--- config.mk ---
export PLATFORM = sky130hd
export DESIGN_NAME = dram_selfref_seq
export DESIGN_NICKNAME = d
export VERILOG_FILES = /design/src/rtl/dram_selfref_seq.sv
export SDC_FILE = /design/constraint.sdc
export NUM_CORES = 1
export LEC_CHECK = 0
export BUFFER_PORTS_ARGS = -buffer_cell sky130_fd_sc_hd__buf_2
export CAP_MARGIN = 10
export CORE_MARGIN = 2
export CORE_UTILIZATION = 57
export DETAILED_ROUTE_END_ITERATION = 10
export HOLD_SLACK_MARGIN = 0.12
export PLACE_DENSITY = 0.77
export SLEW_MARGIN = 20
export SYNTH_ARGS = -nofsm -noshare
export SYNTH_HDL_FRONTEND = slang
export SYNTH_SLANG_ARGS = --single-unit
export TNS_END_PERCENT = 5
--- constraint.sdc ---
create_clock -name clk -period 2.15 [get_ports clk]
set_clock_uncertainty 0.05 [all_clocks]
set_input_delay 0.43 -clock clk [delete_from_list [all_inputs] [get_ports clk]]
set_output_delay 0.43 -clock clk [all_outputs]
set_load 0.03 [all_outputs]
--- src/rtl/dram_selfref_seq.sv ---
module dram_selfref_seq #(
  parameter int REF_INTERVAL = 780,
  parameter int CAS_LEAD     = 2,
  parameter int CBR_LOW      = 4,
  parameter int CBR_PRE      = 3,
  parameter int SR_CAS_HOLD  = 4,
  parameter int SR_RAS_MIN   = 10,
  parameter int SR_EXIT_MIN  = 12,
  parameter int TIMER_W      = 8
) (
  input  logic clk,
  input  logic rst_n,
  input  logic sleep_req,
  input  logic ctl_busy,
  input  logic ctl_ras_n,
  input  logic ctl_cas_n,
  output logic ctl_grant,
  output logic sleep_ack,
  output logic ras_n,
  output logic cas_n
);
  localparam int RW = $clog2(REF_INTERVAL + 1);
  localparam logic [RW-1:0] REF_RELOAD = RW'(REF_INTERVAL - 1);
  localparam logic [TIMER_W-1:0] T_LEAD  = TIMER_W'(CAS_LEAD - 1);
  localparam logic [TIMER_W-1:0] T_CBR   = TIMER_W'(CBR_LOW - 1);
  localparam logic [TIMER_W-1:0] T_PRE   = TIMER_W'(CBR_PRE - 1);
  localparam logic [TIMER_W-1:0] T_SRCAS = TIMER_W'(SR_CAS_HOLD - 1);
  localparam logic [TIMER_W-1:0] T_SRRAS = TIMER_W'(SR_RAS_MIN - SR_CAS_HOLD - 1);
  localparam logic [TIMER_W-1:0] T_EXIT  = TIMER_W'(SR_EXIT_MIN - 1);

  typedef enum logic [3:0] {
    S_IDLE, S_WAIT, S_LEAD, S_CBR, S_PRE, S_SRCAS, S_SRRAS, S_SRHOLD, S_SREXIT
  } state_t;

  state_t             st;
  logic [TIMER_W-1:0] tmr;
  logic [RW-1:0]      ref_cnt;
  logic               pend, sr_mode;

  wire done     = (tmr == '0);
  wire in_sleep = st inside {S_SRCAS, S_SRRAS, S_SRHOLD, S_SREXIT};
  wire own      = !(st inside {S_IDLE, S_WAIT});

  always_ff @(posedge clk or negedge rst_n) begin
    if (!rst_n) begin
      st      <= S_IDLE;
      tmr     <= '0;
      ref_cnt <= REF_RELOAD;
      pend    <= 1'b0;
      sr_mode <= 1'b0;
    end else begin
      if (!in_sleep) begin
        if (ref_cnt == '0) begin
          ref_cnt <= REF_RELOAD;
          pend    <= 1'b1;
        end else begin
          ref_cnt <= ref_cnt - 1'b1;
        end
      end
      if (!done) tmr <= tmr - 1'b1;
      case (st)
        S_IDLE:  if (pend || sleep_req) st <= S_WAIT;
        S_WAIT:  if (!ctl_busy) begin
                   st      <= S_LEAD;
                   tmr     <= T_LEAD;
                   sr_mode <= sleep_req;
                   pend    <= 1'b0;
                 end
        S_LEAD:  if (done) begin
                   st  <= sr_mode ? S_SRCAS : S_CBR;
                   tmr <= sr_mode ? T_SRCAS : T_CBR;
                 end
        S_CBR:   if (done) begin st <= S_PRE; tmr <= T_PRE; end
        S_PRE:   if (done) st <= S_IDLE;
        S_SRCAS: if (done) begin st <= S_SRRAS; tmr <= T_SRRAS; end
        S_SRRAS: if (done) st <= S_SRHOLD;
        S_SRHOLD: if (!sleep_req) begin st <= S_SREXIT; tmr <= T_EXIT; end
        S_SREXIT: if (done) begin
                   st      <= S_LEAD;
                   tmr     <= T_LEAD;
                   sr_mode <= 1'b0;
                   ref_cnt <= REF_RELOAD;
                   pend    <= 1'b0;
                 end
        default: st <= S_IDLE;
      endcase
    end
  end

  assign ctl_grant = (st == S_IDLE);
  assign sleep_ack = st inside {S_SRHOLD, S_SREXIT};
  assign ras_n = own ? !(st inside {S_CBR, S_SRCAS, S_SRRAS, S_SRHOLD}) : ctl_ras_n;
  assign cas_n = own ? !(st inside {S_LEAD, S_CBR, S_SRCAS}) : ctl_cas_n;

  logic [TIMER_W-1:0] ras_lo_cyc, ras_hi_cyc;
  always_ff @(posedge clk or negedge rst_n) begin
    if (!rst_n) begin
      ras_lo_cyc <= '0;
      ras_hi_cyc <= '0;
    end else begin
      ras_lo_cyc <= ras_n ? '0 : ras_lo_cyc + TIMER_W'(ras_lo_cyc != '1);
      ras_hi_cyc <= !ras_n ? '0 : ras_hi_cyc + TIMER_W'(ras_hi_cyc != '1);
    end
  end


  cas_before_ras_chk: assert property (@(posedge clk) disable iff (!rst_n)
    own && $fell(ras_n) |-> !cas_n && !$past(cas_n));


  grant_after_precharge_chk: assert property (@(posedge clk) disable iff (!rst_n)
    $rose(ctl_grant) |-> $past(ras_n) && $past(cas_n));


  take_when_idle_chk: assert property (@(posedge clk) disable iff (!rst_n)
    own && !$past(own) |-> !$past(ctl_busy));


  ack_after_ras_min_chk: assert property (@(posedge clk) disable iff (!rst_n)
    $rose(sleep_ack) |-> ras_lo_cyc >= TIMER_W'(SR_RAS_MIN));


  wake_after_exit_min_chk: assert property (@(posedge clk) disable iff (!rst_n)
    $fell(sleep_ack) |-> ras_hi_cyc >= TIMER_W'(SR_EXIT_MIN));
endmodule

==> results.json, run 1 <==
{
  "status": "complete, no violations",
  "utilization_pct": 66.4,
  "die_w_microns": 57.9,
  "place_worst_setup_slack_ns": 0.128,
  "place_congestion": 0.857,
  "rrSetupSlack_ns": 0.11,
  "cts_root_buf": "clkbuf_4",
  "cts_sinks": 24,
  "slew_viol_final": 0,
  "drc": 0,
  "critical_path_class": "register to output port",
  "power_switching_uw": 1410,
  "leakage_uw": 0.000799,
  "num-fill-cells": 242,
  "grt_max_degree": 25,
  "cpLargestDelayFamily": "buffers and inverters",
  "gr-total-overflow": 0,
  "portBuffers": 9,
  "cp-start-kind": "register",
  "drtAntennaViolNets": 0,
  "clock_power_share_pct": 6.4,
  "fin_crit_sh_pct": 97.3,
  "wl_mm": 3.41,
  "critPathBufInv": 3,
  "yosys_warnings": 0,
  "multi_input_comb_area_sq_um": 971,
  "worst_pin_slew_ns": 0.537,
  "arrival_ns": 1.61,
  "p_per_area_nw_per_um2": 1670,
  "diodes": 0,
  "critPathMaxFanout": 7,
  "setup_violations": 0,
  "dr.pass1.iters": 4,
  "syn_inst": 188,
  "finalNonFillerCells": 233,
  "syn_nets": 199,
  "synth_seq_cells": 24,
  "crit_chain": "buf_6, buf_4, nor4_4, buf_2",
  "hold_depth": 2,
  "synth.most_common_cell": "nor2_1",
  "ios": 10,
  "synth_commonest_cells": "29 x nor2_1, 19 x dfrtp_1, 15 x nand2_1",
  "ff_latch_area_sq_um": 607,
  "hold_slack_ns": 0.376,
  "drtIter0Drc": 110,
  "synth_area_sq_um": 1650,
  "rsz0062_at_grt": "yes",
  "worstPathRequired_ns": 1.67,
  "synth_area_leaders": "dfrtp_1 29%, dfstp_2 7.9%, nor2_1 6.6%",
  "grt_antenna_before_repair": 0,
  "dp_hpwl_mm": 2.50,
  "grt_use_total_pct": 22.4,
  "synth_top_area_share_pct": 28.7,
  "syn_to_final_growth_pct": 10.7,
  "wl_per_cell_microns": 14.6,
  "clkTransAtPathRegs_ns": 0.12,
  "max_cap_violations": 0,
  "yosysUniqueCellTypes": 50,
  "core-area_sq_um": 2760,
  "path_depth": 4,
  "via_count": 1383,
  "switching_share_pct": 46.2,
  "slowest_delay_ns": 0.44,
  "clk_path_buf_depth": 2,
  "dp_cells": 224,
  "setup.worst_path.end_class": "output port",
  "hp-start": "sleep_req",
  "fin_ws_ns": 0.0581,
  "initial_core_util_pct": 60.0,
  "holdPathEnd": "st[3]",
  "reg2reg_from": "st[1]",
  "synthArstFlopShare_pct": 100,
  "clk_latency_ns": 0.30,
  "max_freq_mhz": 478,
  "seqPwrFrac_pct": 30.3,
  "hold_viol": 0,
  "numCtsBuffers": 3,
  "num_rows": 19,
  "synth_top_area_cell": "dfrtp_1",
  "ys_seq_area_share_pct": 36.7,
  "grt_pass1_wl_mm": 5.87,
  "dominantRegCellSynth": "dfrtp_1",
  "die_area_sq_um": 3350,
  "ff2ff_path_depth": 6,
  "layout-drive-gt1-share_pct": 21.3,
  "synth_edf_count": 0,
  "ir_worst_vdd_mv": 1.23,
  "htreeDepth": 1,
  "die_height_microns": 57.9,
  "period_minus_slack_ns": 2.09,
  "internal_power_uw": 1650,
  "cts_tree": "built",
  "relSlewSlack_pct": 64.2,
  "crit_slowest_cell": "dfrtp_1",
  "hold_path.class": "primary input to register",
  "viasPerCell": 5.94,
  "grt_pass1_vias": 1325,
  "fin_nets": 214,
  "worst_r2r_endpoint": "st[0]",
  "avgSynthCellArea_sq_um": 8.80,
  "combPwrFrac_pct": 63.3
}
-- routing by layer --
| metal | up-vias | track usage (%) | wire (microns) |
|---|---|---|---|
| met5 | - | 0 | 0 |
| met4 | 0 | 8.64 | 46 |
| met3 | 4 | 2.01 | 115 |
| met2 | 34 | 36.9 | 1660 |
| met1 | 667 | 30.7 | 1590 |
| li1 | 678 | - | - |
-- sequential cells by signal (all words and copies together), names as in the netlist --
register and flops:
st 4, ref_cnt 10, sr_mode 1, pend 1
tmr 8
-- worst max-delay path by stage --
stage           start        end  slack (ns)
6_report        st[1]  ctl_grant        0.06
5_1_grt        tmr[4]     tmr[0]       -0.06
4_1_cts         st[1]      cas_n        0.01
3_5_place_dp   tmr[3]      st[0]        0.13
3_3_place_gp   tmr[3]      st[0]        0.20
2_1_floorplan   st[0]      st[0]         0.1
-- per-stage QoR --
stage,setup TNS (ns),total power [uW],cell area [sq um]
after global routing,-0.0780,3330,1830
after global placement,0,2680,1730
final,0,3060,1830
after detailed placement,0,2740,1730
after floorplan,0,2340,1660
after CTS,0,3000,1800
-- power by group through the flow --
stage / Sequential (uW) / Clock, uW / Combinational, uW
after global routing: 954 / 218 / 2150
after global placement: 917 / 0 / 1760
after floorplan: 865 / 0 / 1480
after detailed placement: 935 / 0 / 1810
after CTS: 921 / 208 / 1870
final: 927 / 196 / 1940
-- timing repair --
| item | in CTS | in global routing |
|---|---|---|
| setup buffers | 1 | 3 |
| hold endpoints to repair | 19 | 0 |
| pin swaps | 0 | 2 |
| resized for setup | 4 | 4 |
| setup endpoints to repair | 3 | 3 |
| hold buffers | 1 | 0 |
-- placed cells by master (no fill, tap or decap), types with 3 or more instances in the layout --
cell type / count
inv_1: 11
dfrtp_1: 19
xnor2_1: 8
a21oi_1: 8
o221ai_1: 3
xor2_1: 8
nor2_1: 29
nand2b_1: 6
nand3_1: 3
o21ai_0: 8
buf_2: 8
ha_1: 5
a31oi_1: 3
clkbuf_4: 3
buf_4: 10
dfstp_2: 5
nor3_1: 7
nand2_1: 15
-- final cells by class --
cell class / instances / area share (%)
clock buffers: 4 / 1.43
well taps: 31 / 2.12
flip-flops and latches: 24 / 33.1
multi-input cells: 142 / 53.0
inverters: 11 / 2.25
repair buffers: 21 / 8.06
-- cell families (layout without fill, tap and decap cells) --
group	count (synthesis)	count (layout)	share of synthesized area [%]
AND/OR/NAND/NOR	82	82	26.6
AO/OA/AOI/OAI	37	37	16.6
flip-flops	24	24	36.7
buffers and inverters	22	36	6.28
XOR/XNOR	16	16	8.47
adder cells (fa/ha/maj)	5	5	3.78
multiplexers	2	2	1.59
Note: power is estimated with default switching activity, not from simulation.
==> inputs of run 2 (changes only) <==
--- a/config.mk
+++ b/config.mk
@@ -7,6 +7,7 @@
 export LEC_CHECK = 0
 export BUFFER_PORTS_ARGS = -buffer_cell sky130_fd_sc_hd__buf_2
 export CAP_MARGIN = 10
+export CORE_ASPECT_RATIO = 1.25
 export CORE_MARGIN = 2
 export CORE_UTILIZATION = 57
 export DETAILED_ROUTE_END_ITERATION = 10
==> run 2 against run 1 <==
  * Count of clock-buffer cells in the layout unchanged
  * Critical path type unchanged
  * Global-route usage increased by 0.77 points
  * Critical path depth decreased by 1
  * Non-clock buffer count decreased by 2
  * Setup slack got worse by 0.051 ns
==> results.json, run 2 (synthesis results as in run 1) <==
{
  "startpoint": "st[0]",
  "cts_tree": "built",
  "drtIter0Drc": 57,
  "die_area_sq_um": 3350,
  "worst_pin_slew_ns": 0.549,
  "arrival_ns": 1.66,
  "cts_sinks": 24,
  "dp_cells": 229,
  "wl_per_cell_microns": 14.6,
  "status": "complete, no violations",
  "hold_slack_ns": 0.371,
  "critPathMaxFanout": 8,
  "reg.largest.list": "ref_cnt: 10 flops, tmr: 8 flops, st: 4 flops",
  "final_common_cell": "nor2_1",
  "grt_antenna_before_repair": 0,
  "cp-start-kind": "register",
  "via_count": 1354,
  "clk_latency_ns": 0.31,
  "ir_worst_vdd_mv": 0.844,
  "worstPathRequired_ns": 1.67,
  "diodes": 0,
  "max_freq_mhz": 467,
  "setup_violations": 0,
  "grt_pass1_vias": 1421,
  "fin_nets": 212,
  "clk_path_buf_depth": 2,
  "syn_to_final_growth_pct": 9.68,
  "rsz0062_at_grt": "yes",
  "reg2reg_from": "tmr[3]",
  "max_cap_violations": 0,
  "numCtsBuffers": 3,
  "num_rows": 21,
  "ios": 10,
  "viasPerCell": 5.79,
  "dr.pass1.iters": 4,
  "gr-total-overflow": 0,
  "place_congestion": 0.945,
  "largest_register_ffs": 10,
  "period_minus_slack_ns": 2.14,
  "setup.worst_path.end_class": "output port",
  "dp_hpwl_mm": 2.60,
  "grt_max_degree": 25,
  "leakage_uw": 0.000791,
  "regMostFlops": "ref_cnt",
  "hold_path.class": "primary input to register",
  "wl_mm": 3.41,
  "grt_use_total_pct": 23.1,
  "crit_slowest_cell": "or4b_4",
  "clkTransAtPathRegs_ns": 0.13,
  "final_cell_mix": "29 x nor2_1, 18 x dfrtp_1, 15 x nand2_1",
  "portBuffers": 9,
  "fin_tns_setup_ns": 0,
  "critical_path_class": "register to output port",
  "grt_pass1_wl_mm": 5.95,
  "hold_viol": 0,
  "core-area_sq_um": 2730,
  "die_height_microns": 64.2,
  "slowest_delay_ns": 0.61,
  "die_w_microns": 52.2,
  "drc": 0,
  "htreeDepth": 1,
  "hp-start": "sleep_req",
  "finalNonFillerCells": 234,
  "p_per_area_nw_per_um2": 1670,
  "fin_crit_sh_pct": 99.7,
  "drtAntennaViolNets": 0,
  "layout-drive-gt1-share_pct": 20.0,
  "initial_core_util_pct": 60.5,
  "crit_chain": "or4b_4, nand2_1, buf_4",
  "cts_root_buf": "clkbuf_4",
  "relSlewSlack_pct": 63.4,
  "slew_viol_final": 0
}
## run 2: cell type report
class / instances / area, sq um
Multi-Input combinational cell: 142 / 953
Fill cell: 220 / 918
Clock buffer: 4 / 36.3
Inverter: 11 / 41.3
Tap cell: 34 / 42.5
Timing Repair Buffer: 19 / 133
Sequential cell: 24 / 608
## run 2: worst max-delay path, delay by kind of cell, from the launching register on
| kind | cells | cell delay (ns) |
|---|---|---|
| AND/OR/NAND/NOR | 2 | 0.71 |
| buffers and inverters | 1 | 0.16 |
| flip-flops | 1 | 0.48 |
## run 2: per-layer routing
metal | up-vias | GRT usage (%) | part of all wire, %
met4 | 0 | 8.97 | 2.2
met5 | - | 0 | 0
met3 | 8 | 3.27 | 2.0
met1 | 651 | 25.1 | 43
met2 | 21 | 43.5 | 53
li1 | 674 | - | -
## run 2: timing repair
item / 4_1_cts / 5_1_grt
gates resized for setup: 3 / 2
setup endpoints to repair: 2 / 3
hold buffers: 1 / 0
buffers inserted: 0 / 0
hold endpoints to repair: 19 / 0
## run 2: final timing paths
kind                             endpoint  slack (ns)  cells after the start
worst max-delay path            sleep_ack       0.007                      3
worst min-delay path                st[3]        0.37                      2
worst max register to register      st[0]        0.11                      4
worst min register to register       pend        0.47                      1
max in group asynchronous           st[0]        1.08                      2
min in group asynchronous           st[2]        0.59                      2
## run 2: stage by stage
step                      worst slack [ns]  utilization, %  cell area [sq um]  power (uW)
final                              0.00719            66.4               1810        3020
after global routing               -0.0741            66.4               1810        3310
after CTS                          0.00116            66.1               1810        3020
after detailed placement             0.125            64.1               1750        2770
after global placement               0.183            64.1               1750        2710
after floorplan                     0.0950               -               1660        2340
## run 2: power breakdown
| group | internal, uW | switching [uW] |
|---|---|---|
| clock network | 103 | 130 |
| registers | 707 | 225 |
| logic | 831 | 1030 |
| total | 1640 | 1380 |
